File: config.mk
export PLATFORM = sky130hd
export DESIGN_NAME = intc_dual_route
export DESIGN_NICKNAME = d
export VERILOG_FILES = /design/src/rtl/intc_pkg.sv /design/src/rtl/intc_sync_detect.sv /design/src/rtl/intc_cfg_bank.sv /design/src/rtl/intc_pending.sv /design/src/rtl/intc_dual_route.sv
export SDC_FILE = /design/constraint.sdc
export NUM_CORES = 2
export LEC_CHECK = 0
export BUFFER_PORTS_ARGS = -buffer_cell sky130_fd_sc_hd__buf_4
export CAP_MARGIN = 5
export CORE_ASPECT_RATIO = 1.75
export CORE_MARGIN = 10
export CORE_UTILIZATION = 50
export DETAILED_ROUTE_END_ITERATION = 8
export MAX_ROUTING_LAYER = met4
export PLACE_DENSITY = 0.66
export SLEW_MARGIN = 10
export SYNTH_ARGS = -nofsm -noshare
export SYNTH_HDL_FRONTEND = slang
export SYNTH_HIERARCHICAL = 1
export SYNTH_SLANG_ARGS = --single-unit
File: constraint.sdc
create_clock -name clk -period 9.6 [get_ports clk]
set_clock_uncertainty 0.15 [all_clocks]
set_input_delay 0.48 -clock clk [delete_from_list [all_inputs] [get_ports clk]]
set_output_delay 0.48 -clock clk [all_outputs]
set_load 0.02 [all_outputs]
File: src/rtl/intc_pkg.sv
package intc_pkg;
    parameter int unsigned NUM_WORDS = 7;
    parameter int unsigned WORD_W    = 32;
    parameter int unsigned ADDR_W    = 9;

    // configuration arrays, in their address order
    typedef enum logic [1:0] {
        ARR_TYPE  = 2'd0,
        ARR_POL   = 2'd1,
        ARR_ROUTE = 2'd2,
        ARR_EN    = 2'd3
    } cfg_arr_e;

    localparam int unsigned SUMMARY_OFF = 32'h7C;
    localparam int unsigned OUT0_SHIFT  = 8;
endpackage

File: src/rtl/intc_sync_detect.sv
module intc_sync_detect
    import intc_pkg::*;
#(
    parameter int unsigned NW = NUM_WORDS,
    parameter int unsigned W  = WORD_W
) (
    input  logic                 clk,
    input  logic                 rst_n,
    input  logic [NW-1:0][W-1:0] src_w,
    input  logic [NW-1:0][W-1:0] pol,
    output logic [NW-1:0][W-1:0] lvl_act,
    output logic [NW-1:0][W-1:0] edge_act
);
    logic [NW-1:0][W-1:0] s1_q, s2_q, s3_q;

    for (genvar w = 0; w < NW; w++) begin : g_word
        always_ff @(posedge clk or negedge rst_n) begin
            if (!rst_n) begin
                s1_q[w] <= '0;
                s2_q[w] <= '0;
                s3_q[w] <= '0;
            end else begin
                s1_q[w] <= src_w[w];
                s2_q[w] <= s1_q[w];
                s3_q[w] <= s2_q[w];
            end
        end
        // the previous sample is judged with the current polarity, so a
        // polarity write alone never looks like an edge
        assign lvl_act[w]  = s2_q[w] ^ pol[w];
        assign edge_act[w] = lvl_act[w] & ~(s3_q[w] ^ pol[w]);
    end
endmodule

File: src/rtl/intc_cfg_bank.sv
module intc_cfg_bank
    import intc_pkg::*;
#(
    parameter int unsigned NW    = NUM_WORDS,
    parameter int unsigned W     = WORD_W,
    localparam int unsigned IDX_W = $clog2(NW)
) (
    input  logic                 clk,
    input  logic                 rst_n,
    input  logic                 we,
    input  cfg_arr_e             sel,
    input  logic [IDX_W-1:0]     idx,
    input  logic [W-1:0]         wdata,
    output logic [NW-1:0][W-1:0] typ,
    output logic [NW-1:0][W-1:0] pol,
    output logic [NW-1:0][W-1:0] route,
    output logic [NW-1:0][W-1:0] en
);
    always_ff @(posedge clk or negedge rst_n) begin
        if (!rst_n) begin
            typ   <= '1;
            pol   <= '0;
            route <= '1;
            en    <= '0;
        end else if (we) begin
            unique case (sel)
                ARR_TYPE:  typ[idx]   <= wdata;
                ARR_POL:   pol[idx]   <= wdata;
                ARR_ROUTE: route[idx] <= wdata;
                ARR_EN:    en[idx]    <= wdata;
            endcase
        end
    end

    AST_CFG_HOLD: assert property (@(posedge clk) disable iff (!rst_n)
        !we |=> ($stable(typ) && $stable(pol) && $stable(route) && $stable(en)));
endmodule

File: src/rtl/intc_pending.sv
module intc_pending
    import intc_pkg::*;
#(
    parameter int unsigned NW = NUM_WORDS,
    parameter int unsigned W  = WORD_W
) (
    input  logic                 clk,
    input  logic                 rst_n,
    input  logic [NW-1:0][W-1:0] typ,
    input  logic [NW-1:0][W-1:0] lvl_act,
    input  logic [NW-1:0][W-1:0] edge_act,
    input  logic [NW-1:0][W-1:0] clr,
    output logic [NW-1:0][W-1:0] raw_pend
);
    logic [NW-1:0][W-1:0] pend_q;

    // a new edge wins over a clear in the same cycle
    always_ff @(posedge clk or negedge rst_n) begin
        if (!rst_n) pend_q <= '0;
        else        pend_q <= typ & ((pend_q & ~clr) | edge_act);
    end

    assign raw_pend = (typ & pend_q) | (~typ & lvl_act);

    AST_EDGE_HOLD: assert property (@(posedge clk) disable iff (!rst_n)
        rst_n |=> ((($past(pend_q) & $past(typ) & ~$past(clr)) & typ & ~pend_q) == '0));
    AST_CLR_DROPS: assert property (@(posedge clk) disable iff (!rst_n)
        rst_n |=> ((($past(clr) & ~$past(edge_act)) & pend_q) == '0));
endmodule

File: src/rtl/intc_dual_route.sv
module intc_dual_route
    import intc_pkg::*;
#(
    parameter int unsigned NW     = NUM_WORDS,
    parameter int unsigned W      = WORD_W,
    parameter int unsigned AW     = ADDR_W,
    localparam int unsigned NSRC  = NW * W,
    localparam int unsigned IDX_W = $clog2(NW),
    localparam int        SPAN    = int'(NW) * 4
) (
    input  logic            clk,
    input  logic            rst_n,
    input  logic [NSRC-1:0] src_i,
    input  logic [AW-1:0]   bus_addr,
    input  logic [W-1:0]    bus_wdata,
    input  logic            bus_we,
    output logic [W-1:0]    bus_rdata,
    output logic            irq_out0,
    output logic            irq_out1
);
    logic [NW-1:0][W-1:0] src_w, typ, pol, route, en;
    logic [NW-1:0][W-1:0] lvl_act, edge_act, raw_pend, clr;
    logic [NW-1:0][W-1:0] out0_w, out1_w;
    logic [NW-1:0]        sum0, sum1;
    logic [W-1:0]         summary;

    logic [AW-2:0]    off;
    logic             bank;
    logic             cfg_hit, st_hit, sum_hit;
    cfg_arr_e         cfg_sel;
    logic [1:0]       st_sel;
    logic [IDX_W-1:0] idx;

    assign src_w = src_i;
    assign off   = bus_addr[AW-2:0];
    assign bank  = bus_addr[AW-1];

    // address decode: up to four arrays of NW words in each bank
    always_comb begin
        cfg_hit = 1'b0;
        st_hit  = 1'b0;
        cfg_sel = ARR_TYPE;
        st_sel  = 2'd0;
        idx     = '0;
        for (int k = 0; k < 4; k++) begin
            if (int'(off) >= k * SPAN && int'(off) < (k + 1) * SPAN && off[1:0] == 2'b00) begin
                idx = IDX_W'((int'(off) - k * SPAN) >> 2);
                if (!bank) begin
                    cfg_hit = 1'b1;
                    cfg_sel = cfg_arr_e'(2'(k));
                end else if (k < 3) begin
                    st_hit = 1'b1;
                    st_sel = 2'(k);
                end
            end
        end
        sum_hit = bank && (int'(off) == int'(SUMMARY_OFF));
    end

    always_comb begin
        clr = '0;
        if (bus_we && st_hit && st_sel == 2'd0) clr[idx] = bus_wdata;
    end

    intc_cfg_bank #(.NW(NW), .W(W)) cfg_i (
        .clk(clk), .rst_n(rst_n), .we(bus_we && cfg_hit), .sel(cfg_sel),
        .idx(idx), .wdata(bus_wdata),
        .typ(typ), .pol(pol), .route(route), .en(en)
    );

    intc_sync_detect #(.NW(NW), .W(W)) sync_i (
        .clk(clk), .rst_n(rst_n), .src_w(src_w), .pol(pol),
        .lvl_act(lvl_act), .edge_act(edge_act)
    );

    intc_pending #(.NW(NW), .W(W)) pend_i (
        .clk(clk), .rst_n(rst_n), .typ(typ), .lvl_act(lvl_act),
        .edge_act(edge_act), .clr(clr), .raw_pend(raw_pend)
    );

    for (genvar w = 0; w < NW; w++) begin : g_route
        assign out0_w[w] = raw_pend[w] & en[w] & route[w];
        assign out1_w[w] = raw_pend[w] & en[w] & ~route[w];
        assign sum0[w]   = |out0_w[w];
        assign sum1[w]   = |out1_w[w];
    end

    assign summary  = W'(sum1) | (W'(sum0) << OUT0_SHIFT);
    assign irq_out0 = |sum0;
    assign irq_out1 = |sum1;

    always_comb begin
        bus_rdata = '0;
        if (cfg_hit) begin
            unique case (cfg_sel)
                ARR_TYPE:  bus_rdata = typ[idx];
                ARR_POL:   bus_rdata = pol[idx];
                ARR_ROUTE: bus_rdata = route[idx];
                ARR_EN:    bus_rdata = en[idx];
            endcase
        end else if (st_hit && st_sel == 2'd1) begin
            bus_rdata = out1_w[idx];
        end else if (st_hit && st_sel == 2'd2) begin
            bus_rdata = out0_w[idx];
        end else if (sum_hit) begin
            bus_rdata = summary;
        end
    end

    AST_ROUTE_DISJOINT: assert property (@(posedge clk) disable iff (!rst_n)
        (out0_w & out1_w) == '0);
    AST_MASK_GATES: assert property (@(posedge clk) disable iff (!rst_n)
        ((out0_w | out1_w) & ~en) == '0);
    AST_IRQ0_QUIET: assert property (@(posedge clk) disable iff (!rst_n)
        !irq_out0 |-> (out0_w == '0));
    AST_IRQ1_QUIET: assert property (@(posedge clk) disable iff (!rst_n)
        !irq_out1 |-> (out1_w == '0));
endmodule

== Word-level counts from Yosys, hierarchy flattened ==
Index checks and enable logic that the tools add are counted.
Word-level totals
  register bits: 1792
  latch bits: 0
  RAM bits: 0
  ROM bits: 0
  memories kept: 0
Cells by class
  $add $sub $neg: 3
  multiply operators: 0
  divide/modulo/power cells: 0
  $lt $le $gt $ge: 9
  equal/unequal tests: 6
  shift-type cells: 0
  multiplexer cells: 52
  bitwise logic cells: 66
  reduce and logical (&&, ||, !) cells: 37
Operator list (number)
  $and A224 B224 Y224: 5
  $and A32 B32 Y32: 28
  $bwmux W224: 4
  $bmux W32 S3: 6
  $not A224 Y224: 2
  $not A32 Y32: 14
  $or A224 B224 Y224: 2
  $reduce_or A224 Y1: 2
  $reduce_or A32 Y1: 14
  $xor A32 B32 Y32: 14
  $mux W32: 10
  $mux W224: 1
  $pmux W32 S4: 1
  $demux W32 S3: 1
  $mux W1: 18
  $lt A8 B7 Y1 const B: 2
  $mux W15: 1
  $or A7 B15 Y15: 1
  $sub A5 B5 Y5 const B: 3
  $logic_and A1 B1 Y1: 14
  $mux W2: 6
  $mux W3: 4
  $eq A8 B8 Y1 const B: 1
  $ge A8 B5 Y1 const B: 1
  other kinds (10): 18

== Longest topological paths before layout ==
  word-level depth: 16
  gate-level depth with buffers: 18
  depth with buffers taken out: 12

== Modules after synthesis ==
Netlist, hierarchy kept.
Modules (own cells, without submodules)
  intc_cfg_bank: times used 1, cells each 2020, area each 34144.0 sq um
  intc_sync_detect: times used 1, cells each 1568, area each 23680.2 sq um
  intc_dual_route: times used 1, cells each 3038, area each 17444.2 sq um
  intc_pending: times used 1, cells each 896, area each 12051.6 sq um

== Worst setup path before layout ==
OpenSTA, ideal clock, no wires.
  path type: input -> output
  start: in bus_addr[3]
  end: out bus_rdata[25]
  data arrival time: 3.758 ns
  required time: 8.970 ns
  slack: 5.212 ns
  stages: 14
  path buffers: 4
  cells stage by stage: buf_4 > inv_1 > ha_1 > nand2b_1 > a32oi_4 > o221ai_4 > a21oi_4 > buf_2 > buf_2 > buf_1 > nand2_1 > a21oi_1 > a2111oi_0 > o311ai_0
On the way
  word-level cells in the longest chain between the ends: 11
  elaborated cells on any way between the ends: 65
  those cells by class: add/sub: 3; order compare: 7; eq/ne: 5; mux: 40; reduce/logical: 10
RTL lines
  start, declared: line intc_dual_route.sv:14  | input logic [AW-1:0] bus_addr,
  $lt A8 B5 Y1, or another cell as far along: line intc_dual_route.sv:46  | if (int'(off) >= k * SPAN && int'(off) < (k + 1) * SPAN && off[1:0] == 2'b00) begin
  $logic_and A1 B1 Y1: line intc_dual_route.sv:46
  $mux W3, or another cell as far along (4 in a row): line intc_dual_route.sv:46
  $bmux W32 S3, or another cell as far along: line intc_dual_route.sv:104  | bus_rdata = out0_w[idx];
  $mux W32 (implied by the code), or another cell as far along: line intc_dual_route.sv:104
  $mux W32, or another cell as far along: line intc_dual_route.sv:103  | end else if (st_hit && st_sel == 2'd2) begin
  $mux W32 or $pmux W32 S4 (tied branches): line intc_dual_route.sv:101, intc_dual_route.sv:95
  $mux W32 *: line intc_dual_route.sv:94  | if (cfg_hit) begin
  end, declared: line intc_dual_route.sv:17  | output logic [W-1:0] bus_rdata,
Mark *: on every way between the ends. The rest lies on a longest branch, timed or not. The select of a mux whose other input is x is not followed.

== Worst setup path in the final report ==
  start: in bus_addr[2]
  end: out bus_rdata[30]
Same word-level chain as after synthesis.

==> metrics <==
status complete, no violations; layout net count ~8200; Tot GR Track Use between 40% and 50%; FMAX about 0.15 GHz; Peak VDD IR about 260 uV; # rows about 200; area of the mapped netlist 87320 sq um; Area growth syn-to-layout 15.62%; hold_ws approximately 11 ps; power per cell area 169.5 nW/um^2; Worst Setup End Kind primary output; vias per cell around 6.8; CP required ~9000 ps; vias in the first global route 70280; Comb power frac 9.5%; DRC viols 0; # fillers between 10000 and 15000; 1st-iter DRT viols roughly 8500; CTS Buf Count 177; Initial Utilization between 50% and 60%; #FFs+latches synth about 1800; EDFF count, synth 0; vias post-DR between 70000 and 80000; worst rel slew slack 6.246%; RSZ-0062 raised after global routing no; Sw Share 25.95%; die height approximately 570 microns; Syn Nets just under 8000; Avg WL per Cell 38.56 microns; clock latency at the later pin of the worst-skew pair 890 ps; WS Path Type in -> out; Least-Margin Pin Slew 1393 ps; Synth Area per Inst around 12 sq um; Synth area leaders dfrtp_1 39%, dfstp_2 13%, mux2_2 12%; I/O Pins slightly above 300; Worst EP arrival 6030 ps; LEAKAGE 44.20 nW; CP startpoint kind primary input; clock buffer depth 4; drt first pass iters 6; CTS HTree Levels 4; commonest cells after routing, fill and taps aside 1344 x dfrtp_1, 944 x mux2_2, 621 x nand2_1, 449 x nor2_1, 448 x dfstp_2; net switching power approximately 4.4 mW; Clock Power Share 42.8%; commonest non-fill, non-tap cell in the layout dfrtp_1; CTS tree yes; Die Wd 335.9 microns; Max Cap Viol 0; met1 usage a little under half; Flop pwr share between 40 and 50%; sequential-to-total area share from yosys stat 52.00%; Period minus WS final between 6000 and 7000 ps; Max Slew Vio Count 0; first-pass GRT wire length ~550 mm; DIE AREA around 190000 sq um; dpl hpwl roughly 270 mm; core footprint 173400 sq um; busiest layer in global routing met2; CP Max Fanout 69; final hold violation count 0; post-route ant nets 0; Syn Inst Count 7522; Most used DFF post-synth dfrtp_1; largest net degree at the start of global routing roughly 170; Tcrit/Tclk final 69.42%; Ys Warns 6; Final Setup Violations 0; met2 usage 62.82%; CTS root buffer clkbuf_16; initial antenna violation count 46; final wirelength 401.0 mm; CP max stage cell nand3_1; crit-path most repeated cell buf_4; CP peak stage delay between 600 and 700 ps; layout cells sized above 1 32.87%; area share of the largest cell type after synthesis between 30% and 40%; setup_tns 0 ps; PortBufs ~300; met3 Resource Use GR 10.75%; area leader, netlist dfrtp_1; Yosys cell types 96; clock-pin transition on the worst setup and hold timing paths 60 ps; ys async rst share 100.0%; gpl congestion 1.111; GR Overflow Total 0; P_int roughly 13 mW; Hold Path Class in -> reg; CTS sink count approximately 1800; CP cell instances buf_4 > inv_1 > ha_1 > o211ai_1 > nand3_1 > o221ai_4 > buf_4 > a21oi_4 > inv_6 > buf_12 > nor3_4 > buf_4 > a221oi_1 > o211ai_1 > o21ai_0 > o221ai_1 > buf_4
## power by group through the flow
stage	Sequential, mW	Clock [mW]	Combinational, mW
floorplan	8.18	0	0.769
global placement	8.27	0	1.47
detailed placement	8.28	0	1.49
CTS	8.15	7.39	1.58
global route	8.18	7.67	1.67
finish	8.16	7.33	1.63
## synthesized netlist by cell type (66+ instances only)
library cell,count
a21oi_1,166
a221oi_1,74
buf_1,66
buf_2,182
clkbuf_1,164
dfrtp_1,1344
dfstp_2,448
mux2_2,944
mux2_4,224
mux2i_1,78
nand2_1,639
nand2b_1,235
nand3_1,305
nand3b_1,86
nand4_1,72
nor2_1,472
nor2b_1,234
nor3_1,115
o21a_1,230
o21ai_0,186
o22ai_1,81
o22ai_2,186
xor2_1,224
## metal layers
metal	share of wire [%]	vias up
li1	-	28260
met1	36	36000
met2	45	4423
met5	0	-
met3	9.2	1705
met4	10	0
## per-stage QoR
stage	std cells	power (mW)	util, %	instance area [sq um]	setup WS, ps
6_report	10400	17.12	58.23	101000	2936
5_1_grt	10390	17.53	58.21	100900	2910
4_1_cts	10350	17.12	58.15	100800	3200
3_5_place_dp	9772	9.770	53.21	92260	3181
3_3_place_gp	9772	9.737	53.21	92260	3262
2_1_floorplan	7522	8.950	-	87320	5212
## flip-flops by register name (all words and copies together), names as in the netlist
name and count:
cfg_i/en 224, cfg_i/pol 224, cfg_i/route 224, cfg_i/typ 224
pend_i/pend_q 224, sync_i/s1_q 224, sync_i/s2_q 224, sync_i/s3_q 224
## worst max-delay path, delay by kind of cell
family	cells	cell delay, ps
buffers and inverters	7	2320
adder cells (fa/ha/maj)	1	250
AO/OA/AOI/OAI	7	2080
AND/OR/NAND/NOR	2	700
## cells by family after synthesis
logic type               share of synthesized area, %
XOR/XNOR                                        2.257
buffers and inverters                           2.412
AO/OA/AOI/OAI                                   12.76
AND/OR/NAND/NOR                                 13.24
multiplexers                                    17.28
flip-flops                                      52.00
adder cells (fa/ha/maj)                       0.05732
## what timing repair did
| action | CTS | global route |
|---|---|---|
| setup endpoints to repair | 0 | 0 |
| hold buffers | 255 | 0 |
| endpoints found under the hold margin | 964 | 0 |
| gates resized for setup | 0 | 0 |
| setup buffers | 0 | 0 |
## final timing paths
kind | start | cells past startpoint | slack [ps] | end
setup / recovery | bus_addr[2] | 17 | 2940 | bus_rdata[30]
hold / removal | bus_wdata[13] | 2 | 10 | cfg_i/typ[173]$_DFFE_PN1P_
setup reg to reg | cfg_i/pol[141]$_DFFE_PN0P_ | 3 | 8160 | pend_i/pend_q[141]$_DFF_PN0_
hold reg to reg | sync_i/s1_q[212]$_DFF_PN0_ | 0 | 190 | sync_i/s2_q[212]$_DFF_PN0_
max in group asynchronous | rst_n | 4 | 6910 | cfg_i/en[223]$_DFFE_PN0P_
min in group asynchronous | rst_n | 2 | 50 | sync_i/s3_q[3]$_DFF_PN0_
## area by class of cell
| class | instances | area [sq um] | area share, % |
|---|---|---|---|
| antenna | 53 | 132.6 | 0.1314 |
| clock buffer | 256 | 5179 | 5.129 |
| clock inverter | 64 | 825.8 | 0.8179 |
| inverter | 11 | 56.30 | 0.05577 |
| multi-input combinational | 5269 | 40290 | 39.90 |
| sequential | 1792 | 45400 | 44.97 |
| tap | 2244 | 2808 | 2.781 |
| timing repair buffer | 712 | 6272 | 6.212 |
No activity file was read; power rests on OpenSTA's default activity.
